[src/rtl/bkpt_pkg.sv]
`timescale 1ns/1ps
package bkpt_pkg;
    typedef enum logic {
        RC_RUN  = 1'b0,
        RC_HALT = 1'b1
    } run_state_e;

    localparam logic [1:0] FLD_ADDR  = 2'd0;
    localparam logic [1:0] FLD_COUNT = 2'd1;
    localparam logic [1:0] FLD_CTRL  = 2'd2;

    localparam int CTRL_EN_BIT    = 0;
    localparam int CTRL_WATCH_BIT = 1;
endpackage

[src/rtl/match_counter.sv]
`timescale 1ns/1ps
module match_counter #(
    parameter int ADDR_W = 16,
    parameter int CNT_W  = 8
) (
    input  logic              clk,
    input  logic              rst,
    input  logic              wr_addr,
    input  logic              wr_count,
    input  logic              wr_ctrl,
    input  logic [ADDR_W-1:0] wdata,
    input  logic              active,
    input  logic              bus_valid,
    input  logic [ADDR_W-1:0] bus_addr,
    output logic              fire,
    output logic              watch
);
    import bkpt_pkg::*;

    localparam logic [CNT_W-1:0] ONE = CNT_W'(1);

    typedef struct packed {
        logic [ADDR_W-1:0] cmp;
        logic [CNT_W-1:0]  n;
        logic [CNT_W-1:0]  remain;
        logic              en;
        logic              watch;
    } mc_state_t;

    mc_state_t        s_d, s_q;
    logic             hit;
    logic [CNT_W-1:0] n_new;

    always_comb begin
        s_d   = s_q;
        fire  = 1'b0;
        hit   = active && s_q.en && bus_valid && (bus_addr == s_q.cmp);
        n_new = (wdata[CNT_W-1:0] == '0) ? ONE : wdata[CNT_W-1:0];
        if (wr_count) begin
            s_d.n      = n_new;
            s_d.remain = n_new;
        end else if (hit) begin
            if (s_q.remain == ONE) begin
                fire       = 1'b1;
                s_d.remain = s_q.n;
            end else begin
                s_d.remain = s_q.remain - ONE;
            end
        end
        if (wr_addr) begin
            s_d.cmp = wdata;
        end
        if (wr_ctrl) begin
            s_d.en    = wdata[CTRL_EN_BIT];
            s_d.watch = wdata[CTRL_WATCH_BIT];
        end
    end

    assign watch = s_q.watch;

    always_ff @(posedge clk) begin
        if (rst) begin
            s_q.cmp    <= '0;
            s_q.n      <= ONE;
            s_q.remain <= ONE;
            s_q.en     <= 1'b0;
            s_q.watch  <= 1'b0;
        end else begin
            s_q <= s_d;
        end
    end

    AST_REMAIN_NONZERO: assert property (@(posedge clk) disable iff (rst)
        s_q.remain != '0);
    AST_FIRE_RELOAD: assert property (@(posedge clk) disable iff (rst)
        fire |=> (s_q.remain == s_q.n));
    AST_WRITE_RESTART: assert property (@(posedge clk) disable iff (rst)
        wr_count |=> (s_q.remain == s_q.n));
    AST_IDLE_NO_FIRE: assert property (@(posedge clk) disable iff (rst)
        (!active || !bus_valid) |-> !fire);
endmodule

[src/rtl/halt_ctrl.sv]
`timescale 1ns/1ps
module halt_ctrl (
    input  logic clk,
    input  logic rst,
    input  logic reset_halt_en,
    input  logic bp_fire,
    input  logic debug_req,
    input  logic resume,
    output logic halted
);
    import bkpt_pkg::*;

    typedef struct packed {
        run_state_e st;
    } hc_state_t;

    hc_state_t s_d, s_q;

    always_comb begin
        s_d = s_q;
        case (s_q.st)
            RC_RUN: begin
                if (debug_req || bp_fire) begin
                    s_d.st = RC_HALT;
                end
            end
            RC_HALT: begin
                if (resume && !debug_req) begin
                    s_d.st = RC_RUN;
                end
            end
            default: s_d.st = RC_HALT;
        endcase
    end

    assign halted = (s_q.st == RC_HALT);

    always_ff @(posedge clk) begin
        if (rst) begin
            s_q.st <= reset_halt_en ? RC_HALT : RC_RUN;
        end else begin
            s_q <= s_d;
        end
    end

    AST_BP_HALTS: assert property (@(posedge clk) disable iff (rst)
        bp_fire |=> halted);
    AST_REQ_HALTS: assert property (@(posedge clk) disable iff (rst)
        debug_req |=> halted);
    AST_RESUME_RUNS: assert property (@(posedge clk) disable iff (rst)
        (halted && resume && !debug_req) |=> !halted);
    AST_HALT_HOLDS: assert property (@(posedge clk) disable iff (rst)
        (halted && !resume) |=> halted);
endmodule

[src/rtl/branch_trace.sv]
`timescale 1ns/1ps
module branch_trace #(
    parameter int ICNT_W = 10
) (
    input  logic              clk,
    input  logic              rst,
    input  logic              active,
    input  logic              fetch,
    input  logic              br,
    input  logic              exc,
    output logic              trc_valid,
    output logic [ICNT_W-1:0] trc_count,
    output logic              trc_exc
);
    localparam logic [ICNT_W-1:0] CNT_MAX = '1;

    typedef struct packed {
        logic [ICNT_W-1:0] icnt;
        logic              valid;
        logic [ICNT_W-1:0] cnt;
        logic              exc;
    } bt_state_t;

    bt_state_t         s_d, s_q;
    logic [ICNT_W:0]   inc;
    logic [ICNT_W-1:0] sat;

    always_comb begin
        s_d       = s_q;
        s_d.valid = 1'b0;
        inc       = {1'b0, s_q.icnt} + {{ICNT_W{1'b0}}, fetch};
        sat       = inc[ICNT_W] ? CNT_MAX : inc[ICNT_W-1:0];
        if (active) begin
            if (br || exc) begin
                s_d.valid = 1'b1;
                s_d.cnt   = sat;
                s_d.exc   = exc;
                s_d.icnt  = '0;
            end else begin
                s_d.icnt  = sat;
            end
        end
    end

    assign trc_valid = s_q.valid;
    assign trc_count = s_q.cnt;
    assign trc_exc   = s_q.exc;

    always_ff @(posedge clk) begin
        if (rst) begin
            s_q <= '0;
        end else begin
            s_q <= s_d;
        end
    end

    AST_TRACE_EMIT: assert property (@(posedge clk) disable iff (rst)
        (active && (br || exc)) |=> trc_valid);
    AST_TRACE_QUIET_HALT: assert property (@(posedge clk) disable iff (rst)
        !active |=> !trc_valid);
    AST_TRACE_EXC_FLAG: assert property (@(posedge clk) disable iff (rst)
        (active && exc) |=> trc_exc);
endmodule

[src/rtl/bkpt_run_ctrl.sv]
`timescale 1ns/1ps
module bkpt_run_ctrl #(
    parameter int ADDR_W = 16,
    parameter int CNT_W  = 8,
    parameter int ICNT_W = 10,
    parameter int N_IBP  = 2,
    parameter int N_DBP  = 1,
    localparam int NCMP   = N_IBP + N_DBP,
    localparam int SEL_W  = (NCMP > 1) ? $clog2(NCMP) : 1,
    localparam int CFG_AW = SEL_W + 2
) (
    input  logic              clk,
    input  logic              rst,
    input  logic              reset_halt_en,
    input  logic              ifetch_valid,
    input  logic [ADDR_W-1:0] ifetch_addr,
    input  logic              dacc_valid,
    input  logic [ADDR_W-1:0] dacc_addr,
    input  logic              br_taken,
    input  logic              exc_taken,
    input  logic              cfg_we,
    input  logic [CFG_AW-1:0] cfg_addr,
    input  logic [ADDR_W-1:0] cfg_wdata,
    input  logic              debug_req,
    input  logic              resume,
    output logic              core_clk_en,
    output logic              halted,
    output logic              evt_hit,
    output logic [NCMP-1:0]   hit_mask,
    output logic              trc_valid,
    output logic [ICNT_W-1:0] trc_count,
    output logic              trc_exc
);
    import bkpt_pkg::*;

    typedef struct packed {
        logic            evt;
        logic [NCMP-1:0] mask;
    } hit_state_t;

    logic [NCMP-1:0] fire_vec;
    logic [NCMP-1:0] watch_vec;
    logic            bp_any;
    logic            active;
    logic [SEL_W-1:0] cfg_sel;
    logic [1:0]       cfg_fld;
    hit_state_t       h_d, h_q;

    assign active  = !halted;
    assign cfg_sel = cfg_addr[CFG_AW-1:2];
    assign cfg_fld = cfg_addr[1:0];

    for (genvar k = 0; k < NCMP; k++) begin : g_cmp
        logic              sel_k;
        logic              v_k;
        logic [ADDR_W-1:0] a_k;

        assign sel_k = cfg_we && (cfg_sel == SEL_W'(k));

        if (k < N_IBP) begin : g_ibus
            assign v_k = ifetch_valid;
            assign a_k = ifetch_addr;
        end else begin : g_dbus
            assign v_k = dacc_valid;
            assign a_k = dacc_addr;
        end

        match_counter #(
            .ADDR_W (ADDR_W),
            .CNT_W  (CNT_W)
        ) u_mc (
            .clk       (clk),
            .rst       (rst),
            .wr_addr   (sel_k && (cfg_fld == FLD_ADDR)),
            .wr_count  (sel_k && (cfg_fld == FLD_COUNT)),
            .wr_ctrl   (sel_k && (cfg_fld == FLD_CTRL)),
            .wdata     (cfg_wdata),
            .active    (active),
            .bus_valid (v_k),
            .bus_addr  (a_k),
            .fire      (fire_vec[k]),
            .watch     (watch_vec[k])
        );
    end

    assign bp_any = |(fire_vec & ~watch_vec);

    halt_ctrl u_halt (
        .clk           (clk),
        .rst           (rst),
        .reset_halt_en (reset_halt_en),
        .bp_fire       (bp_any),
        .debug_req     (debug_req),
        .resume        (resume),
        .halted        (halted)
    );

    branch_trace #(
        .ICNT_W (ICNT_W)
    ) u_trace (
        .clk       (clk),
        .rst       (rst),
        .active    (active),
        .fetch     (ifetch_valid),
        .br        (br_taken),
        .exc       (exc_taken),
        .trc_valid (trc_valid),
        .trc_count (trc_count),
        .trc_exc   (trc_exc)
    );

    always_comb begin
        h_d      = h_q;
        h_d.evt  = |fire_vec;
        h_d.mask = fire_vec;
    end

    always_ff @(posedge clk) begin
        if (rst) begin
            h_q <= '0;
        end else begin
            h_q <= h_d;
        end
    end

    assign evt_hit     = h_q.evt;
    assign hit_mask    = h_q.mask;
    assign core_clk_en = !halted;

    AST_HALT_NO_EVENT: assert property (@(posedge clk) disable iff (rst)
        halted |=> !evt_hit);
    AST_WATCH_NO_HALT: assert property (@(posedge clk) disable iff (rst)
        (!halted && (fire_vec != '0) && !bp_any && !debug_req) |=> !halted);
    AST_EVT_PULSE: assert property (@(posedge clk) disable iff (rst)
        (fire_vec == '0) |=> !evt_hit);
    AST_MASK_MATCH: assert property (@(posedge clk) disable iff (rst)
        evt_hit |-> (hit_mask != '0));
endmodule

[config.mk]
export PLATFORM = sky130hd
export DESIGN_NAME = bkpt_run_ctrl
export DESIGN_NICKNAME = d
export VERILOG_FILES = /design/src/rtl/bkpt_pkg.sv /design/src/rtl/match_counter.sv /design/src/rtl/halt_ctrl.sv /design/src/rtl/branch_trace.sv /design/src/rtl/bkpt_run_ctrl.sv
export SDC_FILE = /design/constraint.sdc
export NUM_CORES = 1
export LEC_CHECK = 0
export BUFFER_PORTS_ARGS = -buffer_cell sky130_fd_sc_hd__buf_2
export CORE_MARGIN = 8
export CORE_UTILIZATION = 44
export CTS_CLUSTER_DIAMETER = 120
export CTS_CLUSTER_SIZE = 12
export DETAILED_ROUTE_END_ITERATION = 6
export GPL_ROUTABILITY_DRIVEN = 0
export GPL_TIMING_DRIVEN = 0
export PLACE_DENSITY = 0.68
export SLEW_MARGIN = 10
export SYNTH_ARGS = -nofsm -noshare
export SYNTH_HDL_FRONTEND = slang
export SYNTH_SLANG_ARGS = --single-unit
[constraint.sdc]
create_clock -name clk -period 3.1 [get_ports clk]
set_input_delay 0.775 -clock clk [delete_from_list [all_inputs] [get_ports clk]]
set_output_delay 0.775 -clock clk [all_outputs]
set_load 0.1 [all_outputs]
==> impl_metrics.py <==
metrics = {
    "clock_tree": {
        "cts_buffer_depth": 2,
        "cts_sinks": 129,
        "ctsRootBufferMaster": "clkbuf_16",
        "insertion_delay_ns": 0.42,
        "cts_tree": "built",
        "h-tree-depth": 4,
        "clk_pin_slew_ns": 0.06,
        "hold_buffers": 0,
        "cts_resized": 0,
        "cts_setup_buffers": 0,
        "numCtsBuffers": 17,
    },
    "final_layout": {
        "finalInstanceArea_sq_mm": 0.00768,
        "fin_nets": 995,
        "drive_gt1_share_pct": 15.6,
        "area_growth_pct": 18.9,
    },
    "routing": {
        "post-route-drc-count": 0,
        "dr.pass1.iters": 7,
        "num_vias": 6076,
        "wirelength_um": 18800,
        "ant_nets": 0,
        "drt_iter0_markers": 464,
        "viasPerCell": 5.41,
        "post_drt_wl_per_cell_um": 16.7,
    },
    "grt": {
        "grt_pass1_wl_um": 30200,
        "use_met2_pct": 32.4,
        "antenna_found_initial": 2,
        "grt_pass1_vias": 5837,
        "track_usage_pct": 20.6,
        "busiest_layer": "met2",
        "grt.met1_usage_pct": 26.8,
        "grt.overflow.total": 0,
        "grt_max_degree": 17,
        "met3_usage_pct": 4.77,
    },
    "sta": {
        "setup_viol": 0,
        "worst_pin_slew_ns": 0.999,
        "slew_headroom_pct": 32.9,
        "hold_viol": 0,
        "clock_skew_ns": 0.00703,
        "fin_setup_tns_ns": 0,
        "fin_crit_ns": 2.56,
        "max_freq_mhz": 391,
        "rsz0062_at_grt": "no",
        "fin_crit_sh_pct": 82.4,
        "final_max_slew_viol_count": 0,
    },
    "worst_setup_path": {
        "path_max_fanout": 10,
        "regToRegSetupSlack_ns": 0.62,
        "arrival_ns": 2.85,
        "r2r_cells": 7,
        "reg2reg_to": "evt_hit$_SDFF_PP0_",
        "endpoint_kind": "flop",
        "cp.required_ns": 3.39,
        "r2r_start": "g_cmp[0].u_mc.s_q[2]$_SDFFE_PP1P_",
        "path_class": "input pin to flop",
        "cp-start-kind": "input pin",
    },
    "logic_synthesis": {
        "ys_seq_area_share_pct": 40.0,
        "ys_seq_elements": 129,
        "synth_area_sq_mm": 0.00646,
        "avgSynthCellArea_sq_um": 7.77,
        "ys_warn_count": 0,
        "async_flop_share_pct": 0,
        "syn_nets": 901,
        "synth_edf_count": 0,
        "synth_cell_types": 64,
        "synthCells": 831,
        "synth-main-ff-cell": "dfxtp_1",
    },
    "placement": {
        "place_area_sq_mm": 0.00706,
        "dp_hpwl_um": 13500,
        "port_buffers": 75,
    },
    "die": {
        "dieArea_sq_mm": 0.0188,
        "start_util_pct": 44.8,
        "die_y_um": 137,
        "fp-row-count": 44,
        "die_x_um": 137,
        "core_area_sq_mm": 0.0144,
        "io_pins": 80,
    },
    "hold_path": {
        "worstHoldPathCells": 2,
        "holdPathEnd": "g_cmp[2].u_mc.s_q[13]$_SDFFE_PP0P_",
        "hold_path_class": "flop to flop",
        "hp-start": "g_cmp[2].u_mc.s_q[13]$_SDFFE_PP0P_",
    },
    "pwr": {
        "p_per_area_mw_per_mm2": 549,
        "p_leak_nw": 2.99,
        "peakVddDrop_uv": 323,
    },
    "job": {
        "cap_violations": 0,
    },
    "outcome": {
        "status": "finished, final reports clean",
    },
}
## logic make-up (layout without fill, tap and decap cells)
kind of cell               count (synthesis)  count (layout)  synth area share [%]
buffers and inverters                     63             170                  5.13
muxes                                     21              21                  3.35
DFF                                      129             129                  40.0
and+or+nand+nor                          370             370                  25.7
adders and majority gates                  8               8                  1.55
xor gates and xnor gates                  55              55                  7.46
AOI/OAI and AO/OA                        185             185                  16.8
other                                      0               1                     0
## synth_stat cells, types with 7 or more instances
| cell | number | area, sq um |
|---|---|---|
| a211oi_1 | 11 | 82.6 |
| nor2_1 | 71 | 267 |
| nand2b_1 | 7 | 43.8 |
| nor2b_1 | 12 | 75.1 |
| buf_4 | 10 | 75.1 |
| a21oi_1 | 105 | 526 |
| o21ai_0 | 23 | 115 |
| mux2i_1 | 16 | 160 |
| nor3_1 | 24 | 120 |
| ha_1 | 8 | 100 |
| dfxtp_1 | 129 | 2580 |
| nand2_1 | 197 | 739 |
| o21a_1 | 8 | 60.1 |
| nand3_1 | 12 | 60.1 |
| xor2_1 | 45 | 394 |
| clkbuf_1 | 29 | 109 |
| nor4_1 | 15 | 93.8 |
| inv_1 | 12 | 45.0 |
| xnor2_1 | 10 | 87.6 |
## per-layer routing
metal  part of all wire (%)  up-vias
met2                     44      171
met1                     47     2849
met3                    6.5       30
met5                  0.059        -
li1                       -     3024
met4                    2.0        2
## critical path, cell delays in order
cell and delay (ns):
buf_2 0.12, xor2_1 0.14, nor4_1 0.57, nand3_1 0.26, nor2_1 0.25, buf_2 0.30, nand2_1 0.08, o311ai_1 0.34
## sequential cells by signal, indices dropped and copies added, names as in the netlist
register and flops:
g_cmp.u_mc.s_q 99, u_trace.s_q 10, u_trace.trc_count 10, g_cmp.u_mc.watch 3
hit_mask 3, evt_hit 1, u_halt.halted 1, u_trace.trc_exc 1
u_trace.trc_valid 1
## cells in the final DEF, fill, tap and decap left out, types with 7 or more instances in the layout
cell type / netlist / final
nand2_1: 197 / 197
nand3_1: 12 / 12
nor4_1: 15 / 15
a211oi_1: 11 / 11
o21a_1: 8 / 8
nor2b_1: 12 / 12
buf_2: 3 / 78
inv_1: 12 / 12
a21oi_1: 105 / 105
buf_4: 10 / 10
nor2_1: 71 / 71
xor2_1: 45 / 45
clkbuf_16: 0 / 17
clkbuf_1: 29 / 29
ha_1: 8 / 8
dfxtp_1: 129 / 129
mux2i_1: 16 / 16
clkbuf_8: 3 / 7
o21ai_0: 23 / 23
nand2b_1: 7 / 7
xnor2_1: 10 / 10
nor3_1: 24 / 24
## per-stage QoR
stage               utilization, %  instances  hold WS (ns)  power [W]  worst slack, ns
floorplan                        -        831         0.433    0.00206            0.533
global placement              49.0       1090         0.442    0.00221            0.186
detailed placement            49.0       1090         0.447    0.00221            0.216
CTS                           53.2       1122         0.455    0.00423            0.581
global route                  53.2       1123         0.473    0.00435            0.420
finish                        53.2       1123         0.453    0.00421            0.545
## layout make-up
type | count | area (sq um)
diodes | 1 | 2.50
well taps | 184 | 230
clock inverters | 11 | 130
multi-input cells | 639 | 3540
repair buffers | 75 | 375
inverters | 13 | 48.8
clock buffers | 21 | 480
flip-flops and latches | 129 | 2580
plain buffers | 50 | 283
fillers | 1458 | 6750
## where the power goes
group / switching [W] / internal (W) / total (W)
clock network: 0.000759 / 0.00127 / 0.00203
registers: 0.0000230 / 0.00169 / 0.00171
logic: 0.000319 / 0.000152 / 0.000471
## worst max path at each step
stage,start,to,slack (ns),cells past startpoint
finish,ifetch_addr[11],u_halt.halted$_DFF_P_,0.54,8
global route,ifetch_valid,u_trace.s_q[15]$_SDFFE_PP0N_,0.42,9
CTS,u_halt.halted$_DFF_P_,core_clk_en,0.58,3
detailed placement,ifetch_addr[11],u_halt.halted$_DFF_P_,0.22,8
global placement,ifetch_addr[11],u_halt.halted$_DFF_P_,0.19,8
floorplan,u_halt.halted$_DFF_P_,g_cmp[2].u_mc.s_q[9]$_SDFFE_PP0P_,0.53,7
Power figures use the tool's default switching activity.
